<file path="src/rtl/adc_cal_pkg.sv">
`timescale 1ns/1ps
package adc_cal_pkg;
  localparam logic [2:0] MODE_IDLE     = 3'd0;
  localparam logic [2:0] MODE_INT_OFF  = 3'd1;
  localparam logic [2:0] MODE_INT_GAIN = 3'd2;
  localparam logic [2:0] MODE_INT_FULL = 3'd3;
  localparam logic [2:0] MODE_SYS_OFF  = 3'd4;
  localparam logic [2:0] MODE_SYS_GAIN = 3'd5;

  localparam logic [1:0] SEL_EXT  = 2'b00;
  localparam logic [1:0] SEL_GND  = 2'b01;
  localparam logic [1:0] SEL_FULL = 2'b10;

  localparam logic [1:0] ADDR_CTRL = 2'd0;
  localparam logic [1:0] ADDR_OFF  = 2'd1;
  localparam logic [1:0] ADDR_GAIN = 2'd2;

  localparam int CLR_BIT = 8;

  typedef enum logic [1:0] {ST_IDLE, ST_CONV, ST_DIV, ST_FIN} cal_state_e;

  function automatic logic mode_is_cal(logic [2:0] m);
    return (m >= MODE_INT_OFF) && (m <= MODE_SYS_GAIN);
  endfunction
endpackage

</file>
<file path="src/rtl/adc_cal_div.sv">
`timescale 1ns/1ps
module adc_cal_div #(
  parameter int N_W = 46,
  parameter int D_W = 24
) (
  input  logic           clk_i,
  input  logic           rst_ni,
  input  logic           start_i,
  input  logic [N_W-1:0] num_i,
  input  logic [D_W-1:0] den_i,
  output logic           done_o,
  output logic [N_W-1:0] quot_o
);
  localparam int CNT_W = $clog2(N_W + 1);
  localparam logic [CNT_W-1:0] CNT_INIT = CNT_W'(N_W);

  logic             run_q, done_q;
  logic [CNT_W-1:0] cnt_q;
  logic [D_W-1:0]   rem_q, den_q;
  logic [N_W-1:0]   quot_q;
  logic [D_W:0]     rem_sh, rem_sub;
  logic             ge;

  // restoring step: shift in next numerator bit, subtract if it fits
  always_comb begin
    rem_sh  = {rem_q, quot_q[N_W-1]};
    ge      = rem_sh >= {1'b0, den_q};
    rem_sub = rem_sh - {1'b0, den_q};
  end

  always_ff @(posedge clk_i or negedge rst_ni) begin
    if (!rst_ni) begin
      run_q  <= 1'b0;
      done_q <= 1'b0;
      cnt_q  <= '0;
      rem_q  <= '0;
      den_q  <= '0;
      quot_q <= '0;
    end else begin
      done_q <= 1'b0;
      if (start_i) begin
        run_q  <= 1'b1;
        cnt_q  <= CNT_INIT;
        rem_q  <= '0;
        den_q  <= den_i;
        quot_q <= num_i;
      end else if (run_q) begin
        rem_q  <= ge ? rem_sub[D_W-1:0] : rem_sh[D_W-1:0];
        quot_q <= {quot_q[N_W-2:0], ge};
        cnt_q  <= cnt_q - 1'b1;
        if (cnt_q == CNT_W'(1)) begin
          run_q  <= 1'b0;
          done_q <= 1'b1;
        end
      end
    end
  end

  assign done_o = done_q;
  assign quot_o = quot_q;
endmodule

</file>
<file path="src/rtl/adc_cal_regs.sv">
`timescale 1ns/1ps
module adc_cal_regs
  import adc_cal_pkg::*;
#(
  parameter int             CW       = 24,
  parameter logic [CW-1:0]  GAIN_RST = CW'(1) << 22
) (
  input  logic          clk_i,
  input  logic          rst_ni,
  input  logic          wr_en_i,
  input  logic [1:0]    wr_addr_i,
  input  logic [CW-1:0] wr_data_i,
  input  logic          cal_done_i,
  input  logic          off_commit_i,
  input  logic [CW-1:0] off_new_i,
  input  logic          gain_commit_i,
  input  logic [CW-1:0] gain_new_i,
  output logic [2:0]    mode_o,
  output logic          busy_o,
  output logic          done_o,
  output logic          irq_o,
  output logic [CW-1:0] offset_o,
  output logic [CW-1:0] gain_o
);
  logic [2:0]    mode_q;
  logic          done_q, irq_q;
  logic [CW-1:0] off_q, gain_q;
  logic          ctrl_wr, clr_wr;

  assign ctrl_wr = wr_en_i && (wr_addr_i == ADDR_CTRL);
  assign clr_wr  = ctrl_wr && wr_data_i[CLR_BIT];

  always_ff @(posedge clk_i or negedge rst_ni) begin
    if (!rst_ni) begin
      mode_q <= MODE_IDLE;
      done_q <= 1'b0;
      irq_q  <= 1'b0;
      off_q  <= '0;
      gain_q <= GAIN_RST;
    end else begin
      // mode field self-clears; new command accepted only while idle
      if (cal_done_i)
        mode_q <= MODE_IDLE;
      else if (ctrl_wr && (mode_q == MODE_IDLE) && mode_is_cal(wr_data_i[2:0]))
        mode_q <= wr_data_i[2:0];

      if (cal_done_i) begin
        done_q <= 1'b1;
        irq_q  <= 1'b1;
      end else if (clr_wr) begin
        done_q <= 1'b0;
        irq_q  <= 1'b0;
      end

      if (off_commit_i)
        off_q <= off_new_i;
      else if (wr_en_i && (wr_addr_i == ADDR_OFF))
        off_q <= wr_data_i;

      if (gain_commit_i)
        gain_q <= gain_new_i;
      else if (wr_en_i && (wr_addr_i == ADDR_GAIN))
        gain_q <= wr_data_i;
    end
  end

  assign mode_o   = mode_q;
  assign busy_o   = (mode_q != MODE_IDLE);
  assign done_o   = done_q;
  assign irq_o    = irq_q;
  assign offset_o = off_q;
  assign gain_o   = gain_q;
endmodule

</file>
<file path="src/rtl/adc_cal_ctrl.sv">
`timescale 1ns/1ps
module adc_cal_ctrl
  import adc_cal_pkg::*;
#(
  parameter int            CW         = 24,
  parameter int            N_W        = 46,
  parameter logic [CW-1:0] FULL_SCALE = 24'h7FFFFF,
  parameter int            GAIN_FRAC  = 22
) (
  input  logic           clk_i,
  input  logic           rst_ni,
  input  logic [2:0]     mode_i,
  input  logic [CW-1:0]  offset_i,
  input  logic           conv_valid_i,
  input  logic [CW-1:0]  conv_data_i,
  output logic           conv_req_o,
  output logic [1:0]     in_sel_o,
  output logic           div_start_o,
  output logic [N_W-1:0] div_num_o,
  output logic [CW-1:0]  div_den_o,
  input  logic           div_done_i,
  input  logic [N_W-1:0] div_quot_i,
  output logic           cal_done_o,
  output logic           off_commit_o,
  output logic [CW-1:0]  off_new_o,
  output logic           gain_commit_o,
  output logic [CW-1:0]  gain_new_o
);
  localparam logic [N_W-1:0] DIV_NUM = N_W'(FULL_SCALE) << GAIN_FRAC;

  cal_state_e     state_q;
  logic           gain_step_q, off_upd_q, gain_upd_q;
  logic [CW-1:0]  off_work_q, gain_res_q;
  logic signed [CW:0] diff;
  logic           diff_pos, accept, sys_mode, quot_ovf;

  assign accept   = (state_q == ST_CONV) && conv_valid_i;
  assign diff     = $signed({conv_data_i[CW-1], conv_data_i})
                  - $signed({off_work_q[CW-1], off_work_q});
  assign diff_pos = !diff[CW] && (diff != '0);
  assign sys_mode = (mode_i == MODE_SYS_OFF) || (mode_i == MODE_SYS_GAIN);
  assign quot_ovf = |div_quot_i[N_W-1:CW];

  always_ff @(posedge clk_i or negedge rst_ni) begin
    if (!rst_ni) begin
      state_q     <= ST_IDLE;
      gain_step_q <= 1'b0;
      off_upd_q   <= 1'b0;
      gain_upd_q  <= 1'b0;
      off_work_q  <= '0;
      gain_res_q  <= '0;
    end else begin
      unique case (state_q)
        ST_IDLE: if (mode_is_cal(mode_i)) begin
          state_q     <= ST_CONV;
          gain_step_q <= (mode_i == MODE_INT_GAIN) || (mode_i == MODE_SYS_GAIN);
          off_work_q  <= offset_i;
          off_upd_q   <= 1'b0;
          gain_upd_q  <= 1'b0;
        end
        ST_CONV: if (conv_valid_i) begin
          if (!gain_step_q) begin
            off_work_q <= conv_data_i;
            off_upd_q  <= 1'b1;
            if (mode_i == MODE_INT_FULL) gain_step_q <= 1'b1;
            else                         state_q     <= ST_FIN;
          end else begin
            gain_upd_q <= 1'b1;
            if (diff_pos) begin
              state_q <= ST_DIV;
            end else begin
              gain_res_q <= '1;
              state_q    <= ST_FIN;
            end
          end
        end
        ST_DIV: if (div_done_i) begin
          gain_res_q <= quot_ovf ? '1 : div_quot_i[CW-1:0];
          state_q    <= ST_FIN;
        end
        ST_FIN: state_q <= ST_IDLE;
        default: state_q <= ST_IDLE;
      endcase
    end
  end

  assign conv_req_o    = (state_q == ST_CONV);
  assign in_sel_o      = sys_mode ? SEL_EXT : (gain_step_q ? SEL_FULL : SEL_GND);
  assign div_start_o   = accept && gain_step_q && diff_pos;
  assign div_num_o     = DIV_NUM;
  assign div_den_o     = diff[CW-1:0];
  assign cal_done_o    = (state_q == ST_FIN);
  assign off_commit_o  = (state_q == ST_FIN) && off_upd_q;
  assign gain_commit_o = (state_q == ST_FIN) && gain_upd_q;
  assign off_new_o     = off_work_q;
  assign gain_new_o    = gain_res_q;
endmodule

</file>
<file path="src/rtl/adc_cal_seq.sv">
`timescale 1ns/1ps
module adc_cal_seq #(
  parameter int            CW         = 24,
  parameter int            GAIN_FRAC  = 22,
  parameter logic [CW-1:0] FULL_SCALE = 24'h7FFFFF
) (
  input  logic          clk_i,
  input  logic          rst_ni,
  input  logic          wr_en_i,
  input  logic [1:0]    wr_addr_i,
  input  logic [CW-1:0] wr_data_i,
  output logic [2:0]    mode_o,
  output logic          busy_o,
  output logic          done_o,
  output logic          irq_o,
  output logic [CW-1:0] offset_o,
  output logic [CW-1:0] gain_o,
  output logic          conv_req_o,
  output logic [1:0]    in_sel_o,
  input  logic          conv_valid_i,
  input  logic [CW-1:0] conv_data_i
);
  localparam int            N_W      = CW + GAIN_FRAC;
  localparam logic [CW-1:0] GAIN_ONE = CW'(1) << GAIN_FRAC;

  logic           cal_done, off_commit, gain_commit;
  logic [CW-1:0]  off_new, gain_new, div_den;
  logic           div_start, div_done;
  logic [N_W-1:0] div_num, div_quot;

  adc_cal_regs #(.CW(CW), .GAIN_RST(GAIN_ONE)) u_regs (
    .clk_i, .rst_ni, .wr_en_i, .wr_addr_i, .wr_data_i,
    .cal_done_i   (cal_done),
    .off_commit_i (off_commit),
    .off_new_i    (off_new),
    .gain_commit_i(gain_commit),
    .gain_new_i   (gain_new),
    .mode_o, .busy_o, .done_o, .irq_o, .offset_o, .gain_o
  );

  adc_cal_ctrl #(
    .CW(CW), .N_W(N_W), .FULL_SCALE(FULL_SCALE), .GAIN_FRAC(GAIN_FRAC)
  ) u_ctrl (
    .clk_i, .rst_ni,
    .mode_i        (mode_o),
    .offset_i      (offset_o),
    .conv_valid_i, .conv_data_i, .conv_req_o, .in_sel_o,
    .div_start_o   (div_start),
    .div_num_o     (div_num),
    .div_den_o     (div_den),
    .div_done_i    (div_done),
    .div_quot_i    (div_quot),
    .cal_done_o    (cal_done),
    .off_commit_o  (off_commit),
    .off_new_o     (off_new),
    .gain_commit_o (gain_commit),
    .gain_new_o    (gain_new)
  );

  adc_cal_div #(.N_W(N_W), .D_W(CW)) u_div (
    .clk_i, .rst_ni,
    .start_i(div_start),
    .num_i  (div_num),
    .den_i  (div_den),
    .done_o (div_done),
    .quot_o (div_quot)
  );
endmodule

</file>
<file path="config.mk">
export PLATFORM = sky130hd
export DESIGN_NAME = adc_cal_seq
export DESIGN_NICKNAME = d
export VERILOG_FILES = /design/src/rtl/adc_cal_pkg.sv /design/src/rtl/adc_cal_div.sv /design/src/rtl/adc_cal_regs.sv /design/src/rtl/adc_cal_ctrl.sv /design/src/rtl/adc_cal_seq.sv
export SDC_FILE = /design/constraint.sdc
export NUM_CORES = 1
export LEC_CHECK = 0
export BUFFER_PORTS_ARGS = -buffer_cell sky130_fd_sc_hd__buf_2
export CORE_MARGIN = 1
export CORE_UTILIZATION = 50
export CTS_BUF_LIST = sky130_fd_sc_hd__clkbuf_16
export CTS_CLUSTER_DIAMETER = 120
export DETAILED_ROUTE_END_ITERATION = 7
export PLACE_DENSITY = 0.71
export SLEW_MARGIN = 0
export SYNTH_ARGS = -nofsm -noshare
export SYNTH_HDL_FRONTEND = slang
export SYNTH_SLANG_ARGS = --single-unit
</file>
<file path="constraint.sdc">
create_clock -name clk_i -period 3.55 [get_ports clk_i]
set_clock_uncertainty 0.15 [all_clocks]
set_input_delay 0.71 -clock clk_i [delete_from_list [all_inputs] [get_ports clk_i]]
set_output_delay 0.71 -clock clk_i [all_outputs]
set_load 0.01 [all_outputs]
</file>
==> results of run 1 <==
what timing repair did:
item	4_1_cts	5_1_grt
setup buffers	6	0
gates cloned	3	2
hold buffers	0	0
pin swaps	9	5
resized for setup	41	13
endpoints found under the setup margin	127	127
synthesized netlist by cell type (15+ instances only):
cell,count,area (sq um)
dfrtp_1,206,5150
nor2_1,205,769
mux2i_1,124,1240
a21oi_1,123,616
nand2_1,100,375
inv_1,73,274
clkbuf_1,68,255
ha_1,55,688
o21ai_0,54,270
nor3_1,37,185
nor2b_1,34,213
nand3b_1,29,218
o22ai_1,26,163
a211oi_1,25,188
a221o_1,25,250
nand3_1,20,100
xnor2_1,19,166
xor2_1,16,140
o21ai_1,15,75.1
power breakdown:
part           total [W]  switching, W  internal, W
Combinational    0.00911       0.00491      0.00420
Sequential       0.00419      0.000873      0.00332
Clock            0.00232       0.00102      0.00130
Total             0.0156       0.00680      0.00882
cells by family after synthesis:
group	count (synthesis)	synth area share
buffers and inverters	159	0.0486
adders and majority gates	57	0.0572
muxes	136	0.108
xor gates and xnor gates	35	0.0241
and+or+nand+nor	487	0.181
AOI/OAI and AO/OA	348	0.174
DFF	207	0.407
state kept, by name, indices dropped and copies added (netlist names):
register	count
u_ctrl.gain_upd_q	1
u_ctrl.off_upd_q	1
u_regs.mode_o	3
u_ctrl.gain_new_o	24
u_regs.done_o	1
u_regs.offset_o	24
u_div.quot_o	46
u_ctrl.state_q	2
u_regs.gain_o	24
u_div.done_o	1
u_div.rem_q	24
u_div.cnt_q	6
u_ctrl.gain_step_q	1
u_ctrl.off_new_o	24
u_div.den_q	24
u_div.run_q	1
routing by layer:
metal / GRT usage / vias up / wire length [microns]
li1: - / 5501 / -
met1: 0.357 / 5575 / 15100
met2: 0.444 / 340 / 16700
met3: 0.0380 / 76 / 2080
met4: 0.0978 / 0 / 1110
met5: 0 / - / 0
stage by stage:
| step | TNS, ps | total power (W) | cell area [sq um] |
|---|---|---|---|
| final | -12270 | 0.0156 | 15700 |
| after global routing | -40780 | 0.0168 | 15700 |
| after CTS | -11570 | 0.0154 | 15600 |
| after detailed placement | -97000 | 0.0128 | 14600 |
| after global placement | -86520 | 0.0125 | 14600 |
| after floorplan | -40950 | 0.00982 | 12800 |
layout by cell type (no fill, tap or decap), drive strengths merged, types with 3 or more instances in the layout:
master,count
a211oi,27
a21o,11
a21oi,123
a221o,25
a311oi,4
a31oi,9
and2,6
and3,10
buf,261
clkbuf,27
clkinv,10
dfrtp,206
ha,55
inv,76
mux2,12
mux2i,124
nand2,100
nand2b,9
nand3,20
nand3b,29
nand4,8
nor2,205
nor2b,34
nor3,37
nor3b,6
nor4,9
nor4b,3
o2111ai,4
o211ai,5
o21a,12
o21ai,69
o21bai,4
o22ai,26
o311ai,3
o31ai,6
or4,3
xnor2,19
xor2,16
critical path, stage by stage, from the launching register on:
cell       delay, ps
dfrtp_1          390
ha_4             150
inv_2             30
fa_2             360
a211oi_4         280
o31ai_2          110
a211oi_2         170
buf_4            160
o21ai_2           80
a211o_1          360
a2111oi_4        300
nand4_1          190
nor4_4           180
buf_6            170
nor2_4            50
buf_12           160
buf_12           140
a211oi_1         180
final cells by class:
class	count	area (sq um)
Multi-Input combinational cell	1063	7200
Timing Repair Buffer	264	1940
Tap cell	330	413
Antenna cell	1	2.50
Inverter	73	287
Sequential cell	207	5180
Clock buffer	24	601
Clock inverter	16	124
Fill cell	2080	9290
path summary, 6_finish.rpt:
kind	startpoint	to	slack, ps	cells after the start
setup / recovery	u_ctrl.off_new_o[0]$_DFFE_PN0P_	u_div.rem_q[12]$_DFFE_PN0P_	-170	17
hold / removal	rst_ni	u_ctrl.off_new_o[6]$_DFFE_PN0P_	10	1
setup reg to reg	u_ctrl.off_new_o[0]$_DFFE_PN0P_	u_div.rem_q[12]$_DFFE_PN0P_	-170	17
hold reg to reg	u_regs.gain_o[22]$_DFFE_PN1P_	u_regs.gain_o[22]$_DFFE_PN1P_	360	2
max in group asynchronous	rst_ni	u_regs.gain_o[22]$_DFFE_PN1P_	2460	2
min in group clk_i	u_regs.gain_o[22]$_DFFE_PN1P_	u_regs.gain_o[22]$_DFFE_PN1P_	360	2
==> out/metrics.yaml, run 1 <==
grt:
  grt_pass1_wl_microns: 56800
  grt_max_degree: 64
  grt.overflow.total: 0
  grt_usage: 0.268
  antenna_found_initial: 1
  grt_pass1_vias: 11100
floorplanning:
  die_w_microns: 162
  rows: 58
  die-area_sq_mm: 0.0261
  core-area_sq_mm: 0.0250
  pin_count: 111
  dieHeight_microns: 162
  start_util: 0.508
clock_network:
  cts.path.max_buffers: 3
  clk_latency_ps: 540
  tritoncts: "yes"
  cts_buffers: 24
  cts_max_level: 1
  cts.sinks: 207
  clk_pin_slew_ps: 60
  cts_root_buf: "clkbuf_16"
sta:
  tightestPinTransition_ps: 870
  rsz0062_at_grt: "true"
  period_needed_ps: 3720
  whs_ps: 12.5
  fmax_mhz: 269
  hold_viol: 0
  slew_violations: 0
  maxSlewHeadroom: 0.418
  setup_viol: 119
  fin_ws_ps: -172
  post-route-period-util: 1.05
pwr:
  power_density_mw_per_mm2: 992
  ir_drop_v: 0.000659
  leakage_nw: 7.35
synth:
  ys.flop_type: "dfrtp_1"
  syn_avg_cell_area_sq_um: 8.90
  synthArstFlopShare: 1.00
  synth_cell_types: 68
  yosys_register_bits: 207
  ys_warn_count: 0
  synth_edf_count: 0
  synth_area_sq_mm: 0.0127
  syn_inst: 1429
  syn_nets: 1540
  ys_seq_area_frac: 0.407
finish:
  drive_gt1_frac: 0.221
  final_cell_count_no_fill: 1978
  area_delta_synth_final_pct: 23.8
  postLayoutCoreUtil: 0.629
  final_nets: 1744
setup_path:
  critPathKind: "reg2reg"
  crit_required_ps: 3830
  cp-end-kind: "flip-flop"
  cp.arrival_ps: 4010
  cp-start-kind: "flip-flop"
  worstPathMaxFanout: 15
detailed_routing:
  postRouteAntennaNets: 0
  totalWireLength_microns: 35000
  via_count: 11500
  viasPerCell: 5.81
  first_pass_iters: 5
  wl_per_cell_microns: 17.7
  post-route-drc-count: 0
  drt-initial-drc-count: 989
run_status:
  status: "complete, but fails checks"
  violations: "setup timing"
place:
  gp_congestion: 0.897
  post-place-ws_ps: -844
  dp.cells: 1926
  dp_hpwl_microns: 24200
  io_buffers: 110
min_path:
  hold_path_class: "in2async"
run:
  drv_cap: 0
Note: power is estimated with default switching activity, not from simulation.
==> run 2, diff against run 1 <==
--- a/config.mk
+++ b/config.mk
@@ -5,6 +5,7 @@
 export SDC_FILE = /design/constraint.sdc
 export NUM_CORES = 1
 export LEC_CHECK = 0
+export ABC_AREA = 1
 export BUFFER_PORTS_ARGS = -buffer_cell sky130_fd_sc_hd__buf_2
 export CORE_MARGIN = 1
 export CORE_UTILIZATION = 50
@@ -12,6 +13,7 @@
 export CTS_CLUSTER_DIAMETER = 120
 export DETAILED_ROUTE_END_ITERATION = 7
 export PLACE_DENSITY = 0.71
+export REMOVE_ABC_BUFFERS = 1
 export SLEW_MARGIN = 0
 export SYNTH_ARGS = -nofsm -noshare
 export SYNTH_HDL_FRONTEND = slang
==> run 2 against run 1 <==
The run ends with DRC left; clock-buffer cell count shrank 1; sequential share of layout area grew 2.8 points; worst hold slack gained 12 ps; critical path type unchanged; critical endpoint unchanged.
==> out/metrics.yaml, run 2 <==
setup_path:
  cp-end-kind: "flip-flop"  # unchanged
  cp-start-kind: "flip-flop"  # unchanged
  crit_path_frequent_cell: "nand2_1"  # was buf_12
  crit_required_ps: 3840  # was 3830 ps
  worstPathMaxFanout: 14  # was 15
  critPathKind: "reg2reg"  # unchanged
  path_cells: "ha_1 -> inv_1 -> fa_1 -> nand2_1 -> nand2_1 -> nand3_1 -> nand2_1 -> nand2_1 -> nand3b_1 -> nand2_1 -> nand2_1 -> nor2_1 -> nand2_1 -> nor2_2 -> nand2_2 -> nand3_4 -> buf_4 -> nand2_2 -> o21ai_0"  # was ha_4 -> inv_2 -> fa_2 -> a211oi_4 -> o31ai_2 -> a211oi_2 -> buf_4 -> o21ai_2 -> a211o_1 -> a2111oi_4 -> nand4_1 -> nor4_4 -> buf_6 -> nor2_4 -> buf_12 -> buf_12 -> a211oi_1
  slowest_stage: "fa_1"  # was dfrtp_1
  slowest_delay_ps: 420  # was 390 ps
  cp.arrival_ps: 3450  # was 4010 ps
finish:
  layout_common_cells: "480 x nand2_1, 250 x inv_1, 205 x dfrtp_1"  # was 205 x dfrtp_1, 193 x nor2_1, 135 x buf_4
  area_delta_synth_final_pct: 14.0  # was 23.8%
  diodes: 0  # was 1
  seq_area_sq_mm: 0.00518  # about the same
  multi_input_area_sq_mm: 0.00626  # was 0.00720 sq mm
  largest_reg_flops: 46  # unchanged
  layout_commonest_cell: "nand2_1"  # was dfrtp_1
  final_cell_count_no_fill: 2220  # was 1978
  postLayoutCoreUtil: 0.578  # was 0.629
  drive_gt1_frac: 0.108  # was 0.221
  fillers: 2403  # was 2080
  final_nets: 1987  # was 1744
floorplanning:
  pin_count: 111  # unchanged
  core-area_sq_mm: 0.0251  # was 0.0250 sq mm
  rows: 58  # unchanged
  die_w_microns: 162  # about the same
  start_util: 0.507  # was 0.508
  die-area_sq_mm: 0.0261  # about the same
  dieHeight_microns: 162  # about the same
place:
  dp_hpwl_microns: 27900  # was 24200 microns
  io_buffers: 110  # unchanged
  gp_congestion: 0.949  # was 0.897
  dp.cells: 2181  # was 1926
grt:
  antenna_found_initial: 1  # unchanged
  grt_max_degree: 67  # was 64
  grt_pass1_vias: 11700  # was 11100
  grt.overflow.total: 0  # unchanged
  grt_usage: 0.293  # was 0.268
  grt_pass1_wl_microns: 61200  # was 56800 microns
synth:
  synth_mux_area_frac: 0  # was 0.108
  synth_edf_count: 0  # unchanged
  synth_area_leaders: "dfrtp_1 41%, nand2_1 14%, nand3_1 7.3%"  # was dfrtp_1 41%, mux2i_1 9.8%, nor2_1 6.0%
  yosysMostFrequentCell: "nand2_1"  # was dfrtp_1
  synth_top_family_by_area: "simple AND/OR/NAND/NOR gates"  # unchanged
  synth_cell_types: 43  # was 68
  syn_avg_cell_area_sq_um: 7.18  # was 8.90 sq um
  syn_inst: 1773  # was 1429
  synth_xor_area_frac: 0.0165  # was 0.0241
  yosysTopAreaCellShare: 0.405  # about the same
  yosys_register_bits: 207  # unchanged
  synthAdderAreaFrac: 0.0572  # about the same
  ys_seq_area_frac: 0.407  # about the same
  synthArstFlopShare: 1.00  # unchanged
  ys.flop_type: "dfrtp_1"  # unchanged
  synthTopCellsByCount: "480 x nand2_1, 248 x inv_1, 206 x dfrtp_1, 186 x nand3_1, 158 x o21ai_0"  # was 206 x dfrtp_1, 205 x nor2_1, 124 x mux2i_1, 123 x a21oi_1, 100 x nand2_1
  synth_compound_area_frac: 0.141  # was 0.174
  ys_warn_count: 0  # unchanged
  yosys.area.top_type: "dfrtp_1"  # unchanged
  synth_simple_gate_area_share: 0.276  # was 0.181
  synth_area_sq_mm: 0.0127  # about the same
detailed_routing:
  first_pass_iters: 7  # was 5
  viasPerCell: 5.50  # was 5.81
  wl_per_cell_microns: 16.8  # was 17.7 microns
  totalWireLength_microns: 37200  # was 35000 microns
  postRouteAntennaNets: 0  # unchanged
  via_count: 12200  # was 11500
  drt-initial-drc-count: 818  # was 989
  post-route-drc-count: 1  # was 0
sta:
  tightestPinTransition_ps: 767  # was 870 ps
  fmax_mhz: 316  # was 269 MHz
  whs_ps: 24.3  # was 12.5 ps
  period_needed_ps: 3170  # was 3720 ps
  fin_setup_tns_ps: 0  # was -12270 ps
  post-route-period-util: 0.892  # was 1.05
  hold_viol: 0  # unchanged
  rsz0062_at_grt: "false"  # was true
  slew_violations: 0  # unchanged
  maxSlewHeadroom: 0.488  # was 0.418
  setup_viol: 0  # was 119
pwr:
  leakage_nw: 7.49  # was 7.35 nW
  power_density_mw_per_mm2: 1120  # was 992 mW/mm^2
  ir_drop_v: 0.000644  # was 0.000659 V
clock_network:
  hold_buffers: 0  # unchanged
  clk_latency_ps: 530  # was 540 ps
  cts_max_level: 1  # unchanged
  clk_pin_slew_ps: 60  # about the same
  cts.path.max_buffers: 3  # unchanged
  cts_setup_buffers: 0  # was 6
  cts_buffers: 23  # was 24
  tritoncts: "yes"  # unchanged
  cts.sinks: 207  # unchanged
  cts_root_buf: "clkbuf_16"  # unchanged
run:
  drv_cap: 0  # unchanged
min_path:
  hold_path_class: "in2async"  # unchanged
run_status:
  violations: "DRC"  # was setup timing
  status: "complete, but fails checks"  # unchanged
==> run 2: changes by cell type in the layout (fill, tap and decap cells not counted), sizes merged, moves of 34 or more <==
| cell | previous run | this run |
|---|---|---|
| buf | 261 | 155 |
| nor2 | 205 | 106 |
| nand3 | 20 | 189 |
| o211ai | 5 | 39 |
| nand2 | 100 | 484 |
| a21oi | 123 | 56 |
| inv | 76 | 253 |
| mux2i | 124 | 0 |
| nor2b | 34 | 0 |
| o21ai | 69 | 186 |
==> run 2: final timing paths <==
check	startpoint	endpoint	slack (ps)	cells after the start
worst max register to register	u_ctrl.off_new_o[0]$_DFFE_PN0P_	u_div.rem_q[12]$_DFFE_PN0P_	380	19
worst min-delay path	rst_ni	u_regs.offset_o[18]$_DFFE_PN0P_	20	1
worst min register to register	u_ctrl.gain_new_o[19]$_DFFE_PN0P_	u_ctrl.gain_new_o[19]$_DFFE_PN0P_	330	2
max in group asynchronous	rst_ni	u_div.quot_o[26]$_DFFE_PN0P_	2470	2
min in group clk_i	wr_data_i[8]	u_regs.gain_o[8]$_DFFE_PN0P_	290	3
worst max-delay path	u_ctrl.off_new_o[0]$_DFFE_PN0P_	u_div.rem_q[12]$_DFFE_PN0P_	380	19
==> run 2: area by class of cell <==
cell class | count | share of cell area
timing repair buffer | 156 | 0.0701
clock inverter | 16 | 0.00768
sequential | 207 | 0.357
inverter | 252 | 0.0652
multi-input combinational | 1236 | 0.432
tap | 330 | 0.0285
clock buffer | 23 | 0.0397
==> run 2: metal layers <==
metal	global-route usage	part of all wire	routed length (microns)	up-vias
met4	0.0913	0.031	1140	2
met5	0	0.00035	13	-
met3	0.0383	0.058	2160	72
li1	-	-	-	5975
met1	0.411	0.46	16900	5761
met2	0.469	0.46	16900	396
==> run 2: through the flow <==
step / area, sq um / power (W) / setup WS (ps)
floorplan: 12400 / 0.0107 / -498
global placement: 13800 / 0.0137 / -14.0
detailed placement: 13800 / 0.0139 / -89.4
CTS: 14500 / 0.0162 / 365
global route: 14500 / 0.0177 / 8.91
finish: 14500 / 0.0162 / 384
==> run 2: cells by family (layout without fill, tap and decap cells) <==
group / Yosys count / after routing
AND/OR/NAND/NOR: 831 / 831
XOR/XNOR: 24 / 24
buffers and inverters: 330 / 447
AO/OA/AOI/OAI: 324 / 324
adder cells (fa/ha/maj): 57 / 57
flip-flops: 207 / 207
==> run 2: critical path, delay by kind of cell, from the launching register on <==
family	cells	cell delay, ps
simple gates	14	1380
fa+ha+maj	2	610
flops	1	410
buf+inv	2	290
compound gates	1	230
==> run 2: timing repair <==
action                                 CTS  global route
resized for setup                        0             1
endpoints found under the hold margin    0             0
setup endpoints to repair                0             4
==> run 2: where the power goes <==
group | switching (W) | internal [W] | leakage, nW
registers | 0.000765 | 0.00358 | 2.46
logic | 0.00617 | 0.00345 | 4.68
clock network | 0.000999 | 0.00125 | 0.353
total | 0.00794 | 0.00828 | 7.49
==> run 3, diff against run 2 <==
--- a/config.mk
+++ b/config.mk
@@ -9,7 +9,7 @@
 export BUFFER_PORTS_ARGS = -buffer_cell sky130_fd_sc_hd__buf_2
 export CORE_MARGIN = 1
 export CORE_UTILIZATION = 50
-export CTS_BUF_LIST = sky130_fd_sc_hd__clkbuf_16
+export CTS_BUF_LIST = sky130_fd_sc_hd__clkbuf_4
 export CTS_CLUSTER_DIAMETER = 120
 export DETAILED_ROUTE_END_ITERATION = 7
 export PLACE_DENSITY = 0.71
==> run 3 against run 2 <==
The run still ends with DRC left; final area fell by 0.10%; worst hold slack improved by 85 ps; clock-buffer cell count rose by 54; sequential power barely moved; setup slack got worse by 15 ps; sequential cell count did not move; utilization fell by 0.060 points; critical path type unchanged; largest power group unchanged; highest routed layer unchanged.
==> out/metrics.yaml, run 3 (synthesis results as in run 2) <==
floorplanning:
  core-area_sq_mm: 0.0251  # unchanged
  rows: 58  # unchanged
  dieHeight_microns: 162  # unchanged
  start_util: 0.507  # unchanged
  pin_count: 111  # unchanged
  die_w_microns: 162  # unchanged
  die-area_sq_mm: 0.0261  # unchanged
finish:
  area_delta_synth_final_pct: 13.9  # was 14.0%
  largest_reg_flops: 46  # unchanged
  layout_commonest_cell: "nand2_1"  # unchanged
  final_area_sq_mm: 0.0145  # about the same
  layout_common_cells: "480 x nand2_1, 248 x inv_1, 205 x dfrtp_1"  # was 480 x nand2_1, 250 x inv_1, 205 x dfrtp_1
  postLayoutCoreUtil: 0.577  # was 0.578
  final_nets: 2021  # was 1987
  drive_gt1_frac: 0.130  # was 0.108
  final_cell_count_no_fill: 2276  # was 2220
setup_path:
  r2r_start: "u_ctrl.off_new_o[2]$_DFFE_PN0P_"  # was u_ctrl.off_new_o[0]$_DFFE_PN0P_
  r2r_setup_slack_ps: 370  # was 380 ps
  cp.arrival_ps: 3640  # was 3450 ps
  cp-start-kind: "flip-flop"  # unchanged
  crit_required_ps: 4010  # was 3840 ps
  r2r_end: "u_div.rem_q[12]$_DFFE_PN0P_"  # unchanged
  cp-end-kind: "flip-flop"  # unchanged
  critPathKind: "reg2reg"  # unchanged
  worstPathMaxFanout: 14  # unchanged
  worst_r2r_path_depth: 19  # unchanged
sta:
  maxSlewHeadroom: 0.505  # was 0.488
  hold_viol: 0  # unchanged
  slew_violations: 0  # unchanged
  tightestPinTransition_ps: 742  # was 767 ps
  post-route-period-util: 0.896  # was 0.892
  fmax_mhz: 314  # was 316 MHz
  period_needed_ps: 3180  # was 3170 ps
  rsz0062_at_grt: "false"  # unchanged
  setup_viol: 0  # unchanged
detailed_routing:
  first_pass_iters: 7  # unchanged
  post-route-drc-count: 1  # unchanged
  totalWireLength_microns: 37500  # was 37200 microns
  postRouteAntennaNets: 0  # unchanged
  wl_per_cell_microns: 16.5  # was 16.8 microns
  drt-initial-drc-count: 999  # was 818
  via_count: 12400  # was 12200
  viasPerCell: 5.45  # was 5.50
clock_network:
  cts_buffers: 56  # was 23
  cts.sinks: 207  # unchanged
  cts.path.max_buffers: 3  # unchanged
  cts_root_buf: "clkbuf_4"  # was clkbuf_16
  cts_max_level: 2  # was 1
  tritoncts: "yes"  # unchanged
  clk_latency_ps: 720  # was 530 ps
  clk_pin_slew_ps: 70  # was 60 ps
grt:
  grt_max_degree: 67  # unchanged
  antenna_found_initial: 3  # was 1
  grt_pass1_vias: 12000  # was 11700
  grt_pass1_wl_microns: 61600  # was 61200 microns
  grt_usage: 0.296  # was 0.293
  grt.overflow.total: 0  # unchanged
run_status:
  status: "complete, but fails checks"  # unchanged
  violations: "DRC"  # unchanged
pwr:
  ir_drop_v: 0.000650  # was 0.000644 V
  power_density_mw_per_mm2: 1100  # was 1120 mW/mm^2
  leakage_nw: 7.54  # was 7.49 nW
run:
  drv_cap: 0  # unchanged
place:
  gp_congestion: 0.949  # unchanged
  dp_hpwl_microns: 27900  # unchanged
  dpl_cell_area_sq_mm: 0.0138  # unchanged
  dp.cells: 2181  # unchanged
  io_buffers: 110  # unchanged
min_path:
  hold_path_class: "in2reg"  # was in2async
  hold_path_depth: 3
  min_from: "wr_data_i[8]"
  worst_hold_path.endpoint: "u_regs.gain_o[8]$_DFFE_PN0P_"
## run 3: cell count changes in the layout (fill, tap and decap cells not counted), sizes merged
cell and change:
clkbuf +54, diode +1, dlygate4sd3 +1, clkinv +2, inv -1, bufinv -1
## run 3: worst max-delay path by stage
stage	start	cells past startpoint	end	slack (ps)
after detailed placement	conv_data_i[0]	19	u_div.rem_q[12]$_DFFE_PN0P_	-90
after global routing	u_ctrl.off_new_o[2]$_DFFE_PN0P_	19	u_div.rem_q[21]$_DFFE_PN0P_	10
after CTS	u_ctrl.off_new_o[0]$_DFFE_PN0P_	17	u_div.rem_q[8]$_DFFE_PN0P_	360
after global placement	conv_data_i[0]	19	u_div.rem_q[11]$_DFFE_PN0P_	-10
final	u_ctrl.off_new_o[2]$_DFFE_PN0P_	19	u_div.rem_q[12]$_DFFE_PN0P_	370
after floorplan	u_ctrl.state_q[1]$_DFFE_PN0P_	8	u_ctrl.gain_new_o[0]$_DFFE_PN0P_	-500
## run 3: per-stage QoR
| step | TNS, ps | hold slack (ps) | total power, W | setup slack [ps] |
|---|---|---|---|---|
| 2_1_floorplan | -27390 | 264 | 0.0107 | -498 |
| 3_3_place_gp | -113 | 307 | 0.0137 | -14.0 |
| 3_5_place_dp | -578 | 312 | 0.0139 | -89.4 |
| 4_1_cts | 0 | 72.6 | 0.0160 | 364 |
| 5_1_grt | 0 | 97.7 | 0.0175 | 10.7 |
| 6_report | 0 | 109 | 0.0160 | 369 |
## run 3: area by class of cell
cell class / instances / area (sq um)
repair buffers: 157 / 1030
well taps: 330 / 413
fillers: 2453 / 10600
inverters: 252 / 946
clock inverters: 16 / 81.3
flip-flops and latches: 207 / 5180
clock buffers: 77 / 578
diodes: 1 / 2.50
multi-input cells: 1236 / 6260
## run 3: repair_timing
item | in CTS | in global routing
endpoints found under the setup margin | 0 | 6
resized for setup | 0 | 1
buffers inserted | 0 | 0
hold buffers | 1 | 0
endpoints found under the hold margin | 61 | 0
## run 3: worst max-delay path: stages (launching register included)
cell and delay, ps:
dfrtp_1 420, inv_1 90, ha_2 420, nand2_1 70, nor2_1 160, nand2_1 90
nand3_1 100, nand2_1 100, nand2_1 120, nand2_1 80, nand2_1 60, nand2_1 40
nand2_1 140, nand2_1 80, nor2_2 120, nand2_2 110, nand3_4 150, buf_4 220
nand2_2 150, o21ai_0 210
## run 3: per-layer routing
layer  vias to the layer above  wire length (microns)  global-route usage
li1                       6070                      -                   -
met1                      5809                  16400               0.404
met2                       435                  17100               0.472
met3                        97                   2660              0.0493
met4                         4                   1260               0.114
met5                         -                     27                   0
## run 3: power breakdown
part	total (W)	internal (W)	leakage, nW	switching, W
Combinational	0.00961	0.00345	4.68	0.00616
Sequential	0.00434	0.00358	2.46	0.000765
Clock	0.00205	0.00101	0.393	0.00104
